$ cat src/rtl/pport_pkg.sv
package pport_pkg;
  localparam int DW      = 8;
  localparam int NPORT   = 3;
  localparam int IDX_W   = $clog2(DW);
  localparam int PA      = 0;
  localparam int PB      = 1;
  localparam int PC      = 2;
  localparam logic [DW-1:0] RESET_WORD = 8'h9B;

  // Port C lines claimed by handshake modes
  localparam logic [DW-1:0] RES_A_STROBED = 8'h38;
  localparam logic [DW-1:0] RES_A_BIDIR   = 8'hF8;
  localparam logic [DW-1:0] RES_B_STROBED = 8'h07;

  typedef enum logic [1:0] {
    GA_BASIC    = 2'd0,
    GA_STROBED  = 2'd1,
    GA_BIDIR    = 2'd2
  } ga_mode_e;

  typedef struct packed {
    logic [DW-1:0] in_m;
    logic [DW-1:0] out_m;
  } mask_t;
endpackage

$ cat src/rtl/pport_cfg.sv
module pport_cfg
  import pport_pkg::*;
(
  input  logic                  clk,
  input  logic                  rst_n,
  input  logic                  mode_prog,
  input  logic [DW-1:0]         wr_data,
  output logic [DW-1:0]         ctrl_word,
  output mask_t [NPORT-1:0]     msk
);
  localparam int HALF = DW / 2;

  logic [DW-1:0] ctrl_q, ctrl_d;
  ga_mode_e      ga_mode;
  logic          gb_strobed;
  logic [DW-1:0] c_res;

  // next state
  always_comb begin
    ctrl_d = ctrl_q;
    if (mode_prog) ctrl_d = wr_data;
  end

  // register with explicit clock enable
  always_ff @(posedge clk or negedge rst_n) begin
    if (!rst_n)         ctrl_q <= RESET_WORD;
    else if (mode_prog) ctrl_q <= ctrl_d;
  end

  assign ctrl_word = ctrl_q;

  // mode decode: code 11 folds onto the bidirectional mode
  always_comb begin
    if (ctrl_q[6])      ga_mode = GA_BIDIR;
    else if (ctrl_q[5]) ga_mode = GA_STROBED;
    else                ga_mode = GA_BASIC;
    gb_strobed = ctrl_q[2];
  end

  always_comb begin
    c_res = '0;
    case (ga_mode)
      GA_STROBED: c_res = RES_A_STROBED;
      GA_BIDIR:   c_res = RES_A_BIDIR;
      default:    c_res = '0;
    endcase
    if (gb_strobed) c_res = c_res | RES_B_STROBED;
  end

  always_comb begin
    // port A
    if (ga_mode == GA_BIDIR) begin
      msk[PA].in_m  = '1;
      msk[PA].out_m = '1;
    end else begin
      msk[PA].in_m  = {DW{ctrl_q[4]}};
      msk[PA].out_m = {DW{~ctrl_q[4]}};
    end
    // port B
    msk[PB].in_m  = {DW{ctrl_q[1]}};
    msk[PB].out_m = {DW{~ctrl_q[1]}};
    // port C: nibble directions, minus handshake lines
    msk[PC].in_m  = {{HALF{ctrl_q[3]}},  {HALF{ctrl_q[0]}}}  & ~c_res;
    msk[PC].out_m = {{HALF{~ctrl_q[3]}}, {HALF{~ctrl_q[0]}}} & ~c_res;
  end
endmodule

$ cat src/rtl/pport_latch.sv
module pport_latch
  import pport_pkg::*;
(
  input  logic                       clk,
  input  logic                       rst_n,
  input  logic                       mode_prog,
  input  logic [NPORT-1:0]           wr_sel,
  input  logic                       bsr_stb,
  input  logic [IDX_W-1:0]           bsr_idx,
  input  logic                       bsr_val,
  input  logic [DW-1:0]              wr_data,
  output logic [NPORT-1:0][DW-1:0]   lat_q
);
  for (genvar p = 0; p < NPORT; p++) begin : g_port
    logic [DW-1:0] q, d;
    logic          en;

    if (p == PC) begin : g_bsr
      always_comb begin
        d = q;
        if (mode_prog)      d = '0;
        else if (wr_sel[p]) d = wr_data;
        else if (bsr_stb)   d[bsr_idx] = bsr_val;
      end
      assign en = mode_prog | wr_sel[p] | bsr_stb;
    end else begin : g_plain
      always_comb begin
        d = q;
        if (mode_prog)      d = '0;
        else if (wr_sel[p]) d = wr_data;
      end
      assign en = mode_prog | wr_sel[p];
    end

    always_ff @(posedge clk or negedge rst_n) begin
      if (!rst_n)  q <= '0;
      else if (en) q <= d;
    end

    assign lat_q[p] = q;
  end
endmodule

$ cat src/rtl/pport_view.sv
module pport_view
  import pport_pkg::*;
(
  input  logic [1:0]               addr,
  input  logic                     rd_en,
  input  logic [DW-1:0]            ctrl_word,
  input  mask_t [NPORT-1:0]        msk,
  input  logic [NPORT-1:0][DW-1:0] lat,
  input  logic [NPORT-1:0][DW-1:0] pins,
  output logic [NPORT-1:0][DW-1:0] drive,
  output logic [DW-1:0]            rd_data
);
  logic [NPORT-1:0][DW-1:0] merged;

  for (genvar p = 0; p < NPORT; p++) begin : g_mix
    assign drive[p]  = (lat[p] & msk[p].out_m) | ~msk[p].out_m;
    assign merged[p] = (pins[p] & msk[p].in_m) | (lat[p] & msk[p].out_m);
  end

  always_comb begin
    rd_data = '0;
    if (rd_en) begin
      case (addr)
        2'd0:    rd_data = merged[PA];
        2'd1:    rd_data = merged[PB];
        2'd2:    rd_data = merged[PC];
        default: rd_data = ctrl_word;
      endcase
    end
  end
endmodule

$ cat src/rtl/pport_ctrl.sv
module pport_ctrl
  import pport_pkg::*;
(
  input  logic          clk,
  input  logic          rst_n,
  input  logic [1:0]    addr,
  input  logic          wr_en,
  input  logic          rd_en,
  input  logic [7:0]    wr_data,
  output logic [7:0]    rd_data,
  input  logic [7:0]    pa_in,
  input  logic [7:0]    pb_in,
  input  logic [7:0]    pc_in,
  output logic [7:0]    pa_out,
  output logic [7:0]    pb_out,
  output logic [7:0]    pc_out
);
  logic [1:0]               rst_pipe;
  logic                     rst_sync_n;
  logic                     ctrl_sel, mode_prog, bsr_stb;
  logic [NPORT-1:0]         wr_sel;
  logic [DW-1:0]            ctrl_word;
  mask_t [NPORT-1:0]        msk;
  logic [NPORT-1:0][DW-1:0] lat, pins, drive;

  // asynchronous assert, synchronous release
  always_ff @(posedge clk or negedge rst_n) begin
    if (!rst_n) rst_pipe <= '0;
    else        rst_pipe <= {rst_pipe[0], 1'b1};
  end
  assign rst_sync_n = rst_pipe[1];

  assign ctrl_sel  = wr_en & (addr == 2'd3);
  assign mode_prog = ctrl_sel &  wr_data[7];
  assign bsr_stb   = ctrl_sel & ~wr_data[7];

  for (genvar p = 0; p < NPORT; p++) begin : g_sel
    assign wr_sel[p] = wr_en & (addr == 2'(p));
  end

  assign pins[PA] = pa_in;
  assign pins[PB] = pb_in;
  assign pins[PC] = pc_in;

  pport_cfg u_cfg (
    .clk       (clk),
    .rst_n     (rst_sync_n),
    .mode_prog (mode_prog),
    .wr_data   (wr_data),
    .ctrl_word (ctrl_word),
    .msk       (msk)
  );

  pport_latch u_lat (
    .clk       (clk),
    .rst_n     (rst_sync_n),
    .mode_prog (mode_prog),
    .wr_sel    (wr_sel),
    .bsr_stb   (bsr_stb),
    .bsr_idx   (wr_data[IDX_W:1]),
    .bsr_val   (wr_data[0]),
    .wr_data   (wr_data),
    .lat_q     (lat)
  );

  pport_view u_view (
    .addr      (addr),
    .rd_en     (rd_en),
    .ctrl_word (ctrl_word),
    .msk       (msk),
    .lat       (lat),
    .pins      (pins),
    .drive     (drive),
    .rd_data   (rd_data)
  );

  assign pa_out = drive[PA];
  assign pb_out = drive[PB];
  assign pc_out = drive[PC];
endmodule

$ cat config.mk
export PLATFORM = sky130hd
export DESIGN_NAME = pport_ctrl
export DESIGN_NICKNAME = d
export VERILOG_FILES = /design/src/rtl/pport_pkg.sv /design/src/rtl/pport_cfg.sv /design/src/rtl/pport_latch.sv /design/src/rtl/pport_view.sv /design/src/rtl/pport_ctrl.sv
export SDC_FILE = /design/constraint.sdc
export NUM_CORES = 1
export LEC_CHECK = 0
export ABC_CLOCK_PERIOD_IN_PS = 2450
export BUFFER_PORTS_ARGS = -buffer_cell sky130_fd_sc_hd__clkbuf_2
export CAP_MARGIN = 30
export CELL_PAD_IN_SITES_DETAIL_PLACEMENT = 0
export CELL_PAD_IN_SITES_GLOBAL_PLACEMENT = 1
export CORE_MARGIN = 3
export CORE_UTILIZATION = 29
export DETAILED_ROUTE_END_ITERATION = 8
export GPL_TIMING_DRIVEN = 0
export PLACE_DENSITY_LB_ADDON = 0.1
export RECOVER_POWER = 100
export SYNTH_ARGS = -nofsm -noshare
export SYNTH_HDL_FRONTEND = slang
export SYNTH_SLANG_ARGS = --single-unit
$ cat constraint.sdc
create_clock -name clk -period 2.45 [get_ports clk]
set_clock_uncertainty 0.15 [all_clocks]
set_input_delay 0.3675 -clock clk [delete_from_list [all_inputs] [get_ports clk]]
set_output_delay 0.3675 -clock clk [all_outputs]
set_load 0.01 [all_outputs]
# Word-level counts from Yosys, hierarchy flattened
# Cells that the tools add are included.
# Widths: inputs -> output; s select.
[word_totals]
input_bits = 38
reg_bits = 34
wordCells = 70
output_inout_bits = 32
[classes]
n_eq_ne = 5
bitwise_logic = 33
reduce_logical = 8
muxes = 17
order_cmp = 2
[ops]
columns = ["operator", "count"]
rows = [
  ["$and 8x8->8", 8],
  ["$mux 8", 8],
  ["$or 8x8->8", 6],
  ["$not 8->8", 4],
  ["$pmux 8 s3", 1],
  ["$mux 16", 1],
  ["$pmux 8 s2", 1],
  ["$bwmux 8", 1],
  ["$and 1x1->1", 6],
  ["$eq 2x2->1 const B", 3],
  ["$reduce_and 2->1", 3],
  ["$not 1->1", 5],
  ["$eq 2x1->1 const B", 2],
  ["$lt 3x4->1 const B", 1],
  ["$or 1x1->1", 4],
  ["$reduce_bool 2->1", 2],
  ["$demux 1 s3", 1],
  ["$ge 3x1->1 const B", 1],
  ["$mux 3", 1],
  ["$reduce_bool 3->1", 1],
  ["$logic_not 2->1", 1],
  ["$mux 1", 2],
  ["$mux 2", 1],
  ["$logic_and 1x1->1", 1],
]

# Logic depth before layout (Yosys ltp)
[logic_depth]
word_depth = 11
mapped_depth = 6
ltp_nobuf = 3

# By module
# Synthesis repeated with hierarchy kept, for this count alone.
[hier_totals]
cells_unflattened = 257
area_unflattened_um2 = 2527.4
[by_module_without_submodules]
columns = ["module", "area_per_inst_um2", "seq_area_each_um2", "instances", "cells_per_inst"]
rows = [
  ["pport_latch", 1142.3, 600.6, 1, 102],
  ["pport_cfg", 688.2, 206.4, 1, 66],
  ["pport_view", 595.6, 0.0, 1, 81],
  ["pport_ctrl", 101.3, 50.0, 1, 8],
]

# Least setup slack after synthesis
# No wires, ideal clock.
[synth_path]
path_kind = "flip-flop to output port"
start = "reg u_cfg.ctrl_q[1], in the netlist u_cfg.ctrl_word[1]"
end = "out rd_data[1]"
arrival_time_ns = 1.421
t_required_ns = 1.933
path_slack_ns = 0.512
stages_incl_launch_ff = 6
path_buffers = 2
path_cell_list = "dfstp_2 > buf_2 > buf_2 > or2_1 > o311ai_0 > a31oi_1"
[synth_between]
elab_chain_cells = 5
word_cells_on_any_way = 6
cone_classes = "2 x mux; 4 x bitwise"
[synth_rtl]
columns = ["item", "line_no", "source"]
rows = [
  ["from (decl)", "pport_cfg.sv:13", "logic [DW-1:0] ctrl_q, ctrl_d;"],
  ["from (signal assigned)", "pport_cfg.sv:27", "else if (mode_prog) ctrl_q <= ctrl_d;"],
  ["$not 1->1", "pport_cfg.sv:61", "msk[PB].out_m = {DW{~ctrl_q[1]}};"],
  ["$and 8x8->8", "pport_view.sv:17", "assign merged[p] = (pins[p] & msk[p].in_m) | (lat[p] & msk[p].out_m);"],
  ["$or 8x8->8", "pport_view.sv:17", ""],
  ["$pmux 8 s3 *", "pport_view.sv:23", "case (addr)"],
  ["$mux 8 *", "pport_view.sv:22", "if (rd_en) begin"],
  ["to (decl)", "pport_ctrl.sv:10", "output logic [7:0] rd_data,"],
]
# Mark *: on every way between the ends. The rest lies on a longest branch, timed or not.

# Worst setup path after layout
[layout_path]
start = "reg u_cfg.ctrl_q[4], in the netlist u_cfg.ctrl_word[4]"
end = "out rd_data[6]"
[layout_between]
elab_chain_cells = 6
word_cells_on_any_way = 7
cone_classes = "3 x mux; 4 x bitwise"
[layout_rtl]
columns = ["item", "line_no", "source"]
rows = [
  ["$not 1->1", "pport_cfg.sv:57", "msk[PA].out_m = {DW{~ctrl_q[4]}};"],
  ["$mux 16 *", "pport_cfg.sv:52", "if (ga_mode == GA_BIDIR) begin"],
  ["$and 8x8->8", "pport_view.sv:17", ""],
  ["$or 8x8->8 *", "pport_view.sv:17", ""],
  ["$pmux 8 s3 *", "pport_view.sv:23", ""],
  ["$mux 8 *", "pport_view.sv:22", ""],
]
# Marks and branches as above.

==> results.md <==
* Pins Over Slew Limit at 0
* Arr. time, crit path at between 1.5 and 2 ns
* Layout cells sized above 1 at 0.274
* ANT cells at 0
* Final net count at 373
* Maximum vdd drop at 0.229 mV
* Total negative slack at 0 ns
* Overflow after GRT at 0
* Layout Cell Area excl Fill at 2980 µm²
* Critical Path Fanout Max at 8
* Hold Fails Final Rpt at 0
* Power after layout at just under 0.002 W
* Placed inst area at 2810 µm²
* Sequential share of the synthesized area at 0.366
* Clk slew on worst S/H paths at 0.08 ns
* Die ar. at between 9000 and 10,000 µm²
* Setup CP Type: reg -> out
* Final count of negative-setup-slack endpoints at 0
* DR WL/cell at between 15 and 20 µm
* Syn Inst Count at 256
* Starting density of the core at 0.300
* Fin util at 0.382
* H-tree Lvls at 2
* # DRC at 0
* Top cell type's share of synthesized area at 0.309
* Row cnt at 32
* Register Area at 857 µm²
* Initial antenna violation count at 0
* CP required at 1.93 ns
* Synth Area in Simple Gates at 0.251
* Fill count at 860
* Pwr/cell area at about 640 nW/µm²
* Routed wire length at between 8 and 9 mm
* Number of synthesized flops with an enable pin at 0
* Non-Filler Instances at roughly 440
* Top cells by area, synth: dfrtp_1 31%, mux2i_1 9.0%, mux2_1 8.6%
* Period utilization at 0.982
* Adder-cell share of the synthesized area at 0
* HPWL after DPL at between 5 and 6 mm
* Length of the first detailed-routing pass in iterations at 4
* P_leak at between 1 and 1.5 nW
* Overall die height at roughly 96 µm
* Antenna Nets Post-Route at 0
* TritonCTS buffer count at 5
* Mux cell area share after synthesis at 0.176
* Syn Area/Cell at between 9 and 10 µm²
* Slew headroom at 0.0406
* # IOs at 70
* Layout area overhead at 27.2%
* First-pass GRT wire length at 12.5 mm
* Final min period at ~2.4 ns
* Placed cell count at around 430
* Max Cap Viol at 0
* Number of vias per cell at approximately 5
* Synthesized net count at between 200 and 300
* Compound-Gate Fraction of Synth Area at 0.153
* Yosys warning total at 0
* Worst Max-Slew Pin Slew at approximately 1.4 ns
* Vias after detailed routing at 2,218
* Cell area after synthesis at roughly 2300 µm²
* Sink Count at 34
* Main combinational cell family by area after synthesis: simple AND/OR/NAND/NOR gates
* RSZ-0062 raised after global routing: true
* Die X at ~96 µm
* Status: finished clean
* Post-Synth XOR/XNOR Area at 0
* CP endpoint kind: output pin
* Worst min-delay path class: in -> reg
* Synth area leader: dfrtp_1
* Post-synth top flop: dfrtp_1
* Multi-input gate area at ~1400 µm²
* Largest net degree at the start of global routing at 33
* Clock latency on the worst-skew pair at 0.29 ns
* FFs w/ async S/R, synth at 1.00
* Worst-case clock buffer depth at 2
* Routability cong. at 0.811
* Seq cells post-synth at 34
* TritonCTS clock tree: done
* Synth cell types at 50
* Core area at a little under 8000 µm²
* Buffers added on ports at 67
* Worst setup SP type: register
* Clock root cell: clkbuf_8
* Overall Global Routing Usage at 0.185
* 1st-iter DRT viols at 47
* Vias in the first global route at 2,120
* Max Clock Freq at ~0.42 GHz
[registers in the layout (all words and copies together) (netlist names)]
register / count
rst_pipe: 2
u_lat.g_port.q: 24
u_cfg.ctrl_word: 8
[worst max-delay path, cell delays in order, from the launching register on]
cell and delay (ns):
dfstp_2 0.62, buf_4 0.15, mux2_1 0.33, o221ai_2 0.19
o311ai_2 0.15, clkbuf_2 0.15
[timing repair]
action | in CTS | in global routing
cloned | 0 | 0
setup buffers | 2 | 6
setup endpoints to repair | 8 | 7
gates resized for setup | 3 | 10
pin swaps | 0 | 1
hold endpoints to repair | 2 | 0
hold buffers | 1 | 0
[logic make-up (layout without fill, tap and decap cells)]
logic type / after synthesis / in the layout
AO/OA/AOI/OAI: 49 / 49
multiplexers: 39 / 39
other: 1 / 1
AND/OR/NAND/NOR: 107 / 107
buffers and inverters: 26 / 106
flip-flops: 34 / 34
[cell usage after synthesis (3+ instances only)]
cell type	n
o211ai_1	3
nand3_1	4
nand2_1	28
dfrtp_1	29
mux2_1	18
mux2i_1	21
nor2_1	20
nor2b_1	6
clkbuf_1	8
nor3b_1	3
o21ai_1	5
or2_1	8
o221ai_1	11
nand2b_1	13
a21oi_1	7
buf_4	3
or3_1	5
dfstp_2	5
o21ai_0	4
buf_2	11
nand3b_1	7
[final timing paths]
path                                                     start                          endpoint  slack [ns]  depth (start not counted)
worst max-delay path            u_cfg.ctrl_word[4]$_DFFE_PN1P_                        rd_data[6]        0.04                          5
worst min-delay path                                wr_data[4]    u_cfg.ctrl_word[4]$_DFFE_PN1P_        0.18                          3
worst max register to register           rst_pipe[1]$_DFF_PN0_  u_lat.g_port[2].q[4]$_DFFE_PN0P_        0.85                          0
worst min register to register           rst_pipe[0]$_DFF_PN0_             rst_pipe[1]$_DFF_PN0_        0.21                          0
max in group asynchronous                rst_pipe[1]$_DFF_PN0_  u_lat.g_port[2].q[4]$_DFFE_PN0P_        0.85                          0
min in group asynchronous                                rst_n             rst_pipe[0]$_DFF_PN0_        0.23                          2
[layout make-up]
cell class,count,area share
multi-input combinational,196,0.473
sequential,34,0.287
buffer,19,0.0323
timing repair buffer,76,0.131
tap,102,0.0428
clock inverter,1,0.00168
clock buffer,7,0.0290
inverter,3,0.00378
[through the flow]
step                hold slack, ns  worst slack [ns]
global placement           0.00512             0.146
global route                 0.201           -0.0703
CTS                          0.186            0.0114
finish                       0.182            0.0449
floorplan                  -0.0781             0.512
detailed placement         0.00574             0.154
[routing by layer]
metal / global-route usage / share of wire
met1: 0.284 / 0.52
met2: 0.269 / 0.43
met3: 0.0313 / 0.039
met4: 0.0427 / 0.011
met5: 0 / 0
[power breakdown]
part | internal [W] | total (W) | switching, W
Clock | 0.000227 | 0.000458 | 0.000230
Combinational | 0.000326 | 0.000683 | 0.000357
Sequential | 0.000661 | 0.000781 | 0.000120
[cells in the final DEF, fill, tap and decap left out, types with 2 or more instances in the layout]
cell and count:
a21oi_1 7, a2bb2oi_1 2, a31oi_1 2, and4_1 2, buf_2 3, buf_4 11
clkbuf_1 24, clkbuf_2 56, clkbuf_8 6, dfrtp_1 29, dfstp_2 4, inv_1 2
mux2_1 17, mux2i_1 21, nand2_1 28, nand2b_1 13, nand3_1 4, nand3b_1 7
nor2_1 20, nor2b_1 6, nor3b_1 3, nor4bb_1 2, o2111ai_1 2, o211ai_1 3
o21ai_0 6, o21ai_1 3, o221ai_1 5, o221ai_2 6, o2bb2ai_1 2, or2_1 7
or3_1 5, or4_1 2
Power figures use the tool's default switching activity.
